--- src/rtl/tdm_dly_pkg.sv ---
// Shared constants and helpers for the channel delay serializer.
// Assumes power-of-two channel counts so modulo reduces to a mask.
package tdm_dly_pkg;
    parameter int BYTE_W = 8;
    parameter int SLOT_W = 7;
    parameter int RATE_W = 2;
    localparam int BIT_W = $clog2(BYTE_W);
    localparam int FETCH_BIT = 3;
    localparam int BASE_LOG = SLOT_W - 2;

    // Highest channel number for a rate code (channel count minus one).
    function automatic logic [SLOT_W-1:0] slot_mask(input logic [RATE_W-1:0] rate);
        logic [SLOT_W:0] cnt;
        case (rate)
            2'd0:    cnt = (SLOT_W+1)'(1) << BASE_LOG;
            2'd1:    cnt = (SLOT_W+1)'(1) << (BASE_LOG + 1);
            default: cnt = (SLOT_W+1)'(1) << SLOT_W;
        endcase
        return SLOT_W'(cnt - 1'b1);
    endfunction

    // Slot that follows s, wrapping at or above the frame end.
    function automatic logic [SLOT_W-1:0] next_slot(input logic [SLOT_W-1:0] s,
                                                    input logic [RATE_W-1:0] rate);
        return (s >= slot_mask(rate)) ? '0 : s + 1'b1;
    endfunction
endpackage

--- src/rtl/tdm_slot_timer.sv ---
// Tracks bit and slot position within the output frame.
// Assumes frame_pulse counts only in cycles where bit_en is high.
module tdm_slot_timer
    import tdm_dly_pkg::*;
(
    input  logic              clk,
    input  logic              rst_n,
    input  logic              bit_en,
    input  logic              frame_pulse,
    input  logic [RATE_W-1:0] rate_sel,
    output logic [BIT_W-1:0]  cur_bit,
    output logic [SLOT_W-1:0] cur_slot
);
    logic [BIT_W-1:0]  nxt_bit;
    logic [SLOT_W-1:0] nxt_slot;

    // Position of the bit emitted on this enable; a frame pulse forces slot 0.
    always_comb begin
        cur_bit  = frame_pulse ? '0 : nxt_bit;
        cur_slot = frame_pulse ? '0 : nxt_slot;
    end

    // Advance the position by one bit per enable.
    always_ff @(posedge clk) begin
        if (!rst_n) begin
            nxt_bit  <= '0;
            nxt_slot <= '0;
        end else if (bit_en) begin
            if (cur_bit == BIT_W'(BYTE_W - 1)) begin
                nxt_bit  <= '0;
                nxt_slot <= next_slot(cur_slot, rate_sel);
            end else begin
                nxt_bit  <= cur_bit + 1'b1;
                nxt_slot <= cur_slot;
            end
        end
    end
endmodule

--- src/rtl/tdm_chan_mapper.sv ---
// Issues one byte fetch per slot for the following slot, rotating the
// channel number by the stream delay modulo the channel count.
module tdm_chan_mapper
    import tdm_dly_pkg::*;
(
    input  logic              clk,
    input  logic              rst_n,
    input  logic              bit_en,
    input  logic [BIT_W-1:0]  cur_bit,
    input  logic [SLOT_W-1:0] cur_slot,
    input  logic [RATE_W-1:0] rate_sel,
    input  logic [SLOT_W-1:0] ch_delay,
    output logic              fetch_req,
    output logic [SLOT_W-1:0] fetch_chan
);
    logic [SLOT_W-1:0] upcoming;
    logic [SLOT_W-1:0] rotated;

    // Channel to fetch for the slot after the current one.
    always_comb begin
        upcoming = next_slot(cur_slot, rate_sel);
        rotated  = (upcoming - ch_delay) & slot_mask(rate_sel);
    end

    // Register the fetch strobe and channel at the mid-slot fetch point.
    always_ff @(posedge clk) begin
        if (!rst_n) begin
            fetch_req  <= 1'b0;
            fetch_chan <= '0;
        end else begin
            fetch_req <= bit_en && (cur_bit == BIT_W'(FETCH_BIT));
            if (bit_en && (cur_bit == BIT_W'(FETCH_BIT))) begin
                fetch_chan <= rotated;
            end
        end
    end
endmodule

--- src/rtl/tdm_byte_shifter.sv ---
// Holds the prefetched byte and shifts the active byte out MSB first.
// Assumes fetch_data is valid in the cycle fetch_req is high.
module tdm_byte_shifter
    import tdm_dly_pkg::*;
(
    input  logic              clk,
    input  logic              rst_n,
    input  logic              bit_en,
    input  logic [BIT_W-1:0]  cur_bit,
    input  logic              fetch_req,
    input  logic [BYTE_W-1:0] fetch_data,
    output logic [BYTE_W-1:0] pend_byte,
    output logic              ser_out
);
    logic [BYTE_W-1:0] shreg;
    logic [BYTE_W-1:0] load_byte;

    // A byte arriving now wins over the stored one at a slot start.
    always_comb begin
        load_byte = fetch_req ? fetch_data : pend_byte;
    end

    // Capture the prefetched byte.
    always_ff @(posedge clk) begin
        if (!rst_n) begin
            pend_byte <= '0;
        end else if (fetch_req) begin
            pend_byte <= fetch_data;
        end
    end

    // Load at slot start, otherwise shift one bit per enable.
    always_ff @(posedge clk) begin
        if (!rst_n) begin
            shreg   <= '0;
            ser_out <= 1'b0;
        end else if (bit_en) begin
            if (cur_bit == '0) begin
                ser_out <= load_byte[BYTE_W-1];
                shreg   <= {load_byte[BYTE_W-2:0], 1'b0};
            end else begin
                ser_out <= shreg[BYTE_W-1];
                shreg   <= {shreg[BYTE_W-2:0], 1'b0};
            end
        end
    end
endmodule

--- src/rtl/tdm_chdly_serializer.sv ---
// Top: serializes channel bytes onto one TDM stream with a programmable
// channel delay against the output frame boundary.
module tdm_chdly_serializer
    import tdm_dly_pkg::*;
(
    input  logic              clk,
    input  logic              rst_n,
    input  logic              bit_en,
    input  logic              frame_pulse,
    input  logic [1:0]        rate_sel,
    input  logic [6:0]        ch_delay,
    output logic              fetch_req,
    output logic [6:0]        fetch_chan,
    input  logic [7:0]        fetch_data,
    output logic              ser_out
);
    logic [BIT_W-1:0]  cur_bit;
    logic [SLOT_W-1:0] cur_slot;
    logic [BYTE_W-1:0] pend_byte;

    tdm_slot_timer u_timer (
        .clk(clk), .rst_n(rst_n), .bit_en(bit_en), .frame_pulse(frame_pulse),
        .rate_sel(rate_sel), .cur_bit(cur_bit), .cur_slot(cur_slot)
    );

    tdm_chan_mapper u_mapper (
        .clk(clk), .rst_n(rst_n), .bit_en(bit_en), .cur_bit(cur_bit),
        .cur_slot(cur_slot), .rate_sel(rate_sel), .ch_delay(ch_delay),
        .fetch_req(fetch_req), .fetch_chan(fetch_chan)
    );

    tdm_byte_shifter u_shift (
        .clk(clk), .rst_n(rst_n), .bit_en(bit_en), .cur_bit(cur_bit),
        .fetch_req(fetch_req), .fetch_data(fetch_data),
        .pend_byte(pend_byte), .ser_out(ser_out)
    );
endmodule

--- config.mk ---
export PLATFORM = sky130hd
export DESIGN_NAME = tdm_chdly_serializer
export DESIGN_NICKNAME = d
export VERILOG_FILES = /design/src/rtl/tdm_dly_pkg.sv /design/src/rtl/tdm_slot_timer.sv /design/src/rtl/tdm_chan_mapper.sv /design/src/rtl/tdm_byte_shifter.sv /design/src/rtl/tdm_chdly_serializer.sv
export SDC_FILE = /design/constraint.sdc
export NUM_CORES = 1
export LEC_CHECK = 0
export BUFFER_PORTS_ARGS = -buffer_cell sky130_fd_sc_hd__buf_2
export CORE_UTILIZATION = 35
export DETAILED_ROUTE_END_ITERATION = 8
export GPL_TIMING_DRIVEN = 1
export PLACE_DENSITY_LB_ADDON = 0.12
export SLEW_MARGIN = 20
export SYNTH_ARGS = -nofsm -noshare
export SYNTH_HDL_FRONTEND = slang
export SYNTH_SLANG_ARGS = --single-unit
--- constraint.sdc ---
create_clock -name clk -period 2.95 [get_ports clk]
set_input_delay 0.4425 -clock clk [delete_from_list [all_inputs] [get_ports clk]]
set_output_delay 0.4425 -clock clk [all_outputs]
set_load 0.05 [all_outputs]
==> impl_metrics.json <==
{
  "postSynthCellCount": 228,
  "yosys-top-cells-count": "dfxtp_1, nand2_1, nor2b_1, ha_1, inv_1",
  "status": "finished, final reports clean",
  "crit_arrival_ps": 2990,
  "drtAntennaViolNets": 0,
  "finalHoldViolCount": 0,
  "worst_slack_ps": 142,
  "die_w_um": 77.6,
  "clk_root_buffer_cell": "clkbuf_8",
  "busiest_layer": "met2",
  "crit_required_ps": 3130,
  "layout-drive-gt1-share_pct": 29.5,
  "firstDrtPassIters": 4,
  "skew_ps": 3.70,
  "async_reset_ff_share_pct": 0,
  "viasPerCell": 4.91,
  "syn_area_um2": 2000,
  "die-area_um2": 6020,
  "cap_violations": 0,
  "drc_errors": 0,
  "critPathMaxFanout": 8,
  "finalMaxSlewViolations": 0,
  "pwr-share-comb_pct": 12.4,
  "min_period_ps": 2810,
  "utilization_pct": 46.2,
  "placed_area_um2": 2370,
  "synthTopCellsByArea": "dfxtp_1, ha_1, nor2b_1",
  "hold_path.class": "in2reg",
  "grtUsageMet1_pct": 21.2,
  "reg2reg_depth": 13,
  "yosys.cell_types.count": 43,
  "worstHoldStart": "fetch_data[3]",
  "io_buffers": 29,
  "ys_warn_count": 0,
  "p_int_w": 0.000712,
  "dp_slack_ps": -121,
  "wl_per_cell_um": 12.7,
  "worstPathCellList": "buf_2 > buf_4 > nand2b_4 > inv_1 > ha_2 > a21oi_1 > o31a_1 > nand2_1 > ha_2 > inv_2 > fa_2 > a211oi_2 > o21bai_1 > a21oi_1 > a211oi_2 > a311o_1",
  "r2r_slack_ps": 160,
  "met3_usage_pct": 3.18,
  "ys.flop_type": "dfxtp_1",
  "max_slew_margin_pct": 52.5,
  "pwr-share-seq_pct": 49.2,
  "cts_tree": "done",
  "p_switching_w": 0.000246,
  "cts_inserted_buffers": 5,
  "clock-sinks": 34,
  "end_kind": "flop",
  "startpoint": "frame_pulse",
  "worstMarginPinSlew_ps": 704,
  "synth-edff-count": 0,
  "area_growth_pct": 27.3,
  "multi_input_area_um2": 1290,
  "regArea_um2": 686,
  "rows": 27,
  "sw_frac_of_total_pct": 25.7,
  "nFillCells": 533,
  "r2r-start": "u_timer.nxt_slot[5]",
  "final_area_um2": 2550,
  "synth_top_area_share_pct": 34.0,
  "timing.rr.end": "u_mapper.fetch_chan[6]",
  "grt.total_usage_pct": 15.8,
  "gr-total-overflow": 0,
  "clock_power_share_pct": 38.4,
  "min_to": "u_shift.pend_byte[3]",
  "cellPowerDensity_nw_per_um2": 376,
  "fp.coreArea_um2": 5510,
  "grt_pass1_vias": 1618,
  "cts-htree-levels": 2,
  "worstSkewPairLatency_ps": 290,
  "n_antenna_cell": 0,
  "crit_type": "in2reg",
  "whs_path_depth": 3,
  "avgSynthCellArea_um2": 8.77,
  "cts_buffer_depth": 2,
  "grt_max_degree": 37,
  "ys_seq_area_share_pct": 34.0,
  "vias": 1720,
  "max_clock_freq_mhz": 356,
  "io_pins": 30,
  "setup_viol": 0,
  "drtIter0Drc": 87,
  "antenna_found_initial": 0,
  "power_leakage_nw": 1.13,
  "slowest_stage": "fa_2",
  "nets": 312,
  "start_util_pct": 36.3,
  "worstPathBufferInverterCount": 4,
  "fin_crit_sh_pct": 95.2,
  "path_clk_slew_ps": 70,
  "place_hpwl_mm": 3.25,
  "yosysTopAreaCell": "dfxtp_1",
  "routabilityCongestion": 0.792,
  "grt_util_met2_pct": 24.6,
  "grt_pass1_wl_mm": 7.47,
  "yosys.cell_count.top_type": "dfxtp_1",
  "drt_wl_total_mm": 4.45,
  "crit_path_start_kind": "input port",
  "ir_drop_v": 0.000153,
  "synthesis.nets": 263,
  "cpPeakStageDelay_ps": 390,
  "synth_seq_cells": 34,
  "crit_family": "compound AO/OA/AOI/OAI gates",
  "die_h_um": 77.6
}
-- placed cells by master, fill, tap and decap left out, drive strengths merged, types with 3 or more instances in the layout --
| master | n |
|---|---|
| and3 | 3 |
| and2 | 5 |
| dfxtp | 34 |
| o211a | 4 |
| nor2b | 18 |
| o211ai | 10 |
| nand3 | 7 |
| clkbuf | 6 |
| nor2 | 4 |
| o21ai | 10 |
| mux2i | 10 |
| nand2b | 12 |
| a21boi | 10 |
| a21oi | 6 |
| buf | 54 |
| nor3 | 3 |
| ha | 13 |
| a211oi | 5 |
| inv | 13 |
| a22oi | 4 |
| nand2 | 21 |
-- worst max path at each step --
stage	endpoint	cells past startpoint
after floorplan	u_mapper.fetch_chan[6]	14
after global placement	u_mapper.fetch_chan[6]	14
after global routing	u_mapper.fetch_chan[6]	16
final	u_mapper.fetch_chan[6]	16
after CTS	u_mapper.fetch_chan[6]	13
after detailed placement	u_mapper.fetch_chan[6]	15
-- flip-flops by register name (all words and copies together) (netlist names) --
signal / flops
u_shift.pend_byte: 8
u_timer.nxt_slot: 7
u_mapper.fetch_req: 1
u_shift.shreg: 7
u_shift.ser_out: 1
u_timer.nxt_bit: 3
u_mapper.fetch_chan: 7
-- what timing repair did --
| action | CTS | global route |
|---|---|---|
| hold buffers | 0 | 0 |
| resized for setup | 0 | 13 |
| buffers inserted | 0 | 3 |
| setup endpoints to repair | 0 | 2 |
-- cell type report --
cell class	count	area share, %
timing repair buffer	54	13.1
sequential	34	26.9
clock inverter	2	0.491
inverter	13	1.92
tap	72	3.54
multi-input combinational	169	50.8
clock buffer	6	3.24
-- power groups by stage --
stage	registers, W	logic (W)	clock network, W
2_1_floorplan	0.000485	0.0000728	0
3_3_place_gp	0.000482	0.000116	0
3_5_place_dp	0.000483	0.000116	0
4_1_cts	0.000472	0.000116	0.000383
5_1_grt	0.000472	0.000133	0.000405
6_report	0.000471	0.000119	0.000368
-- stage by stage --
stage	TNS, ps	hold slack, ps	total power, W	instances
3_3_place_gp	-127	449	0.000598	339
2_1_floorplan	0	436	0.000558	228
4_1_cts	0	430	0.000971	347
3_5_place_dp	-162	464	0.000598	339
5_1_grt	-22.7	434	0.00101	350
6_report	0	435	0.000958	350
-- cell families (layout without fill, tap and decap cells) --
group	Yosys count	after routing	synth area share, %
AND/OR/NAND/NOR	82	82	23.2
AO/OA/AOI/OAI	59	59	22.0
flip-flops	34	34	34.0
buffers and inverters	25	75	4.82
adder cells (fa/ha/maj)	14	14	9.14
multiplexers	10	10	5.01
XOR/XNOR	4	4	1.75
-- tightest hold or removal path, stage by stage --
cell	delay, ps
buf_2	80
mux2i_1	70
nor2b_1	100
-- metal layers --
layer / part of all wire [%] / up-vias
met4: 1.7 / 0
li1: - / 904
met5: 0 / -
met3: 2.8 / 7
met2: 44 / 28
met1: 51 / 781
(Power assumes the default switching activity.)
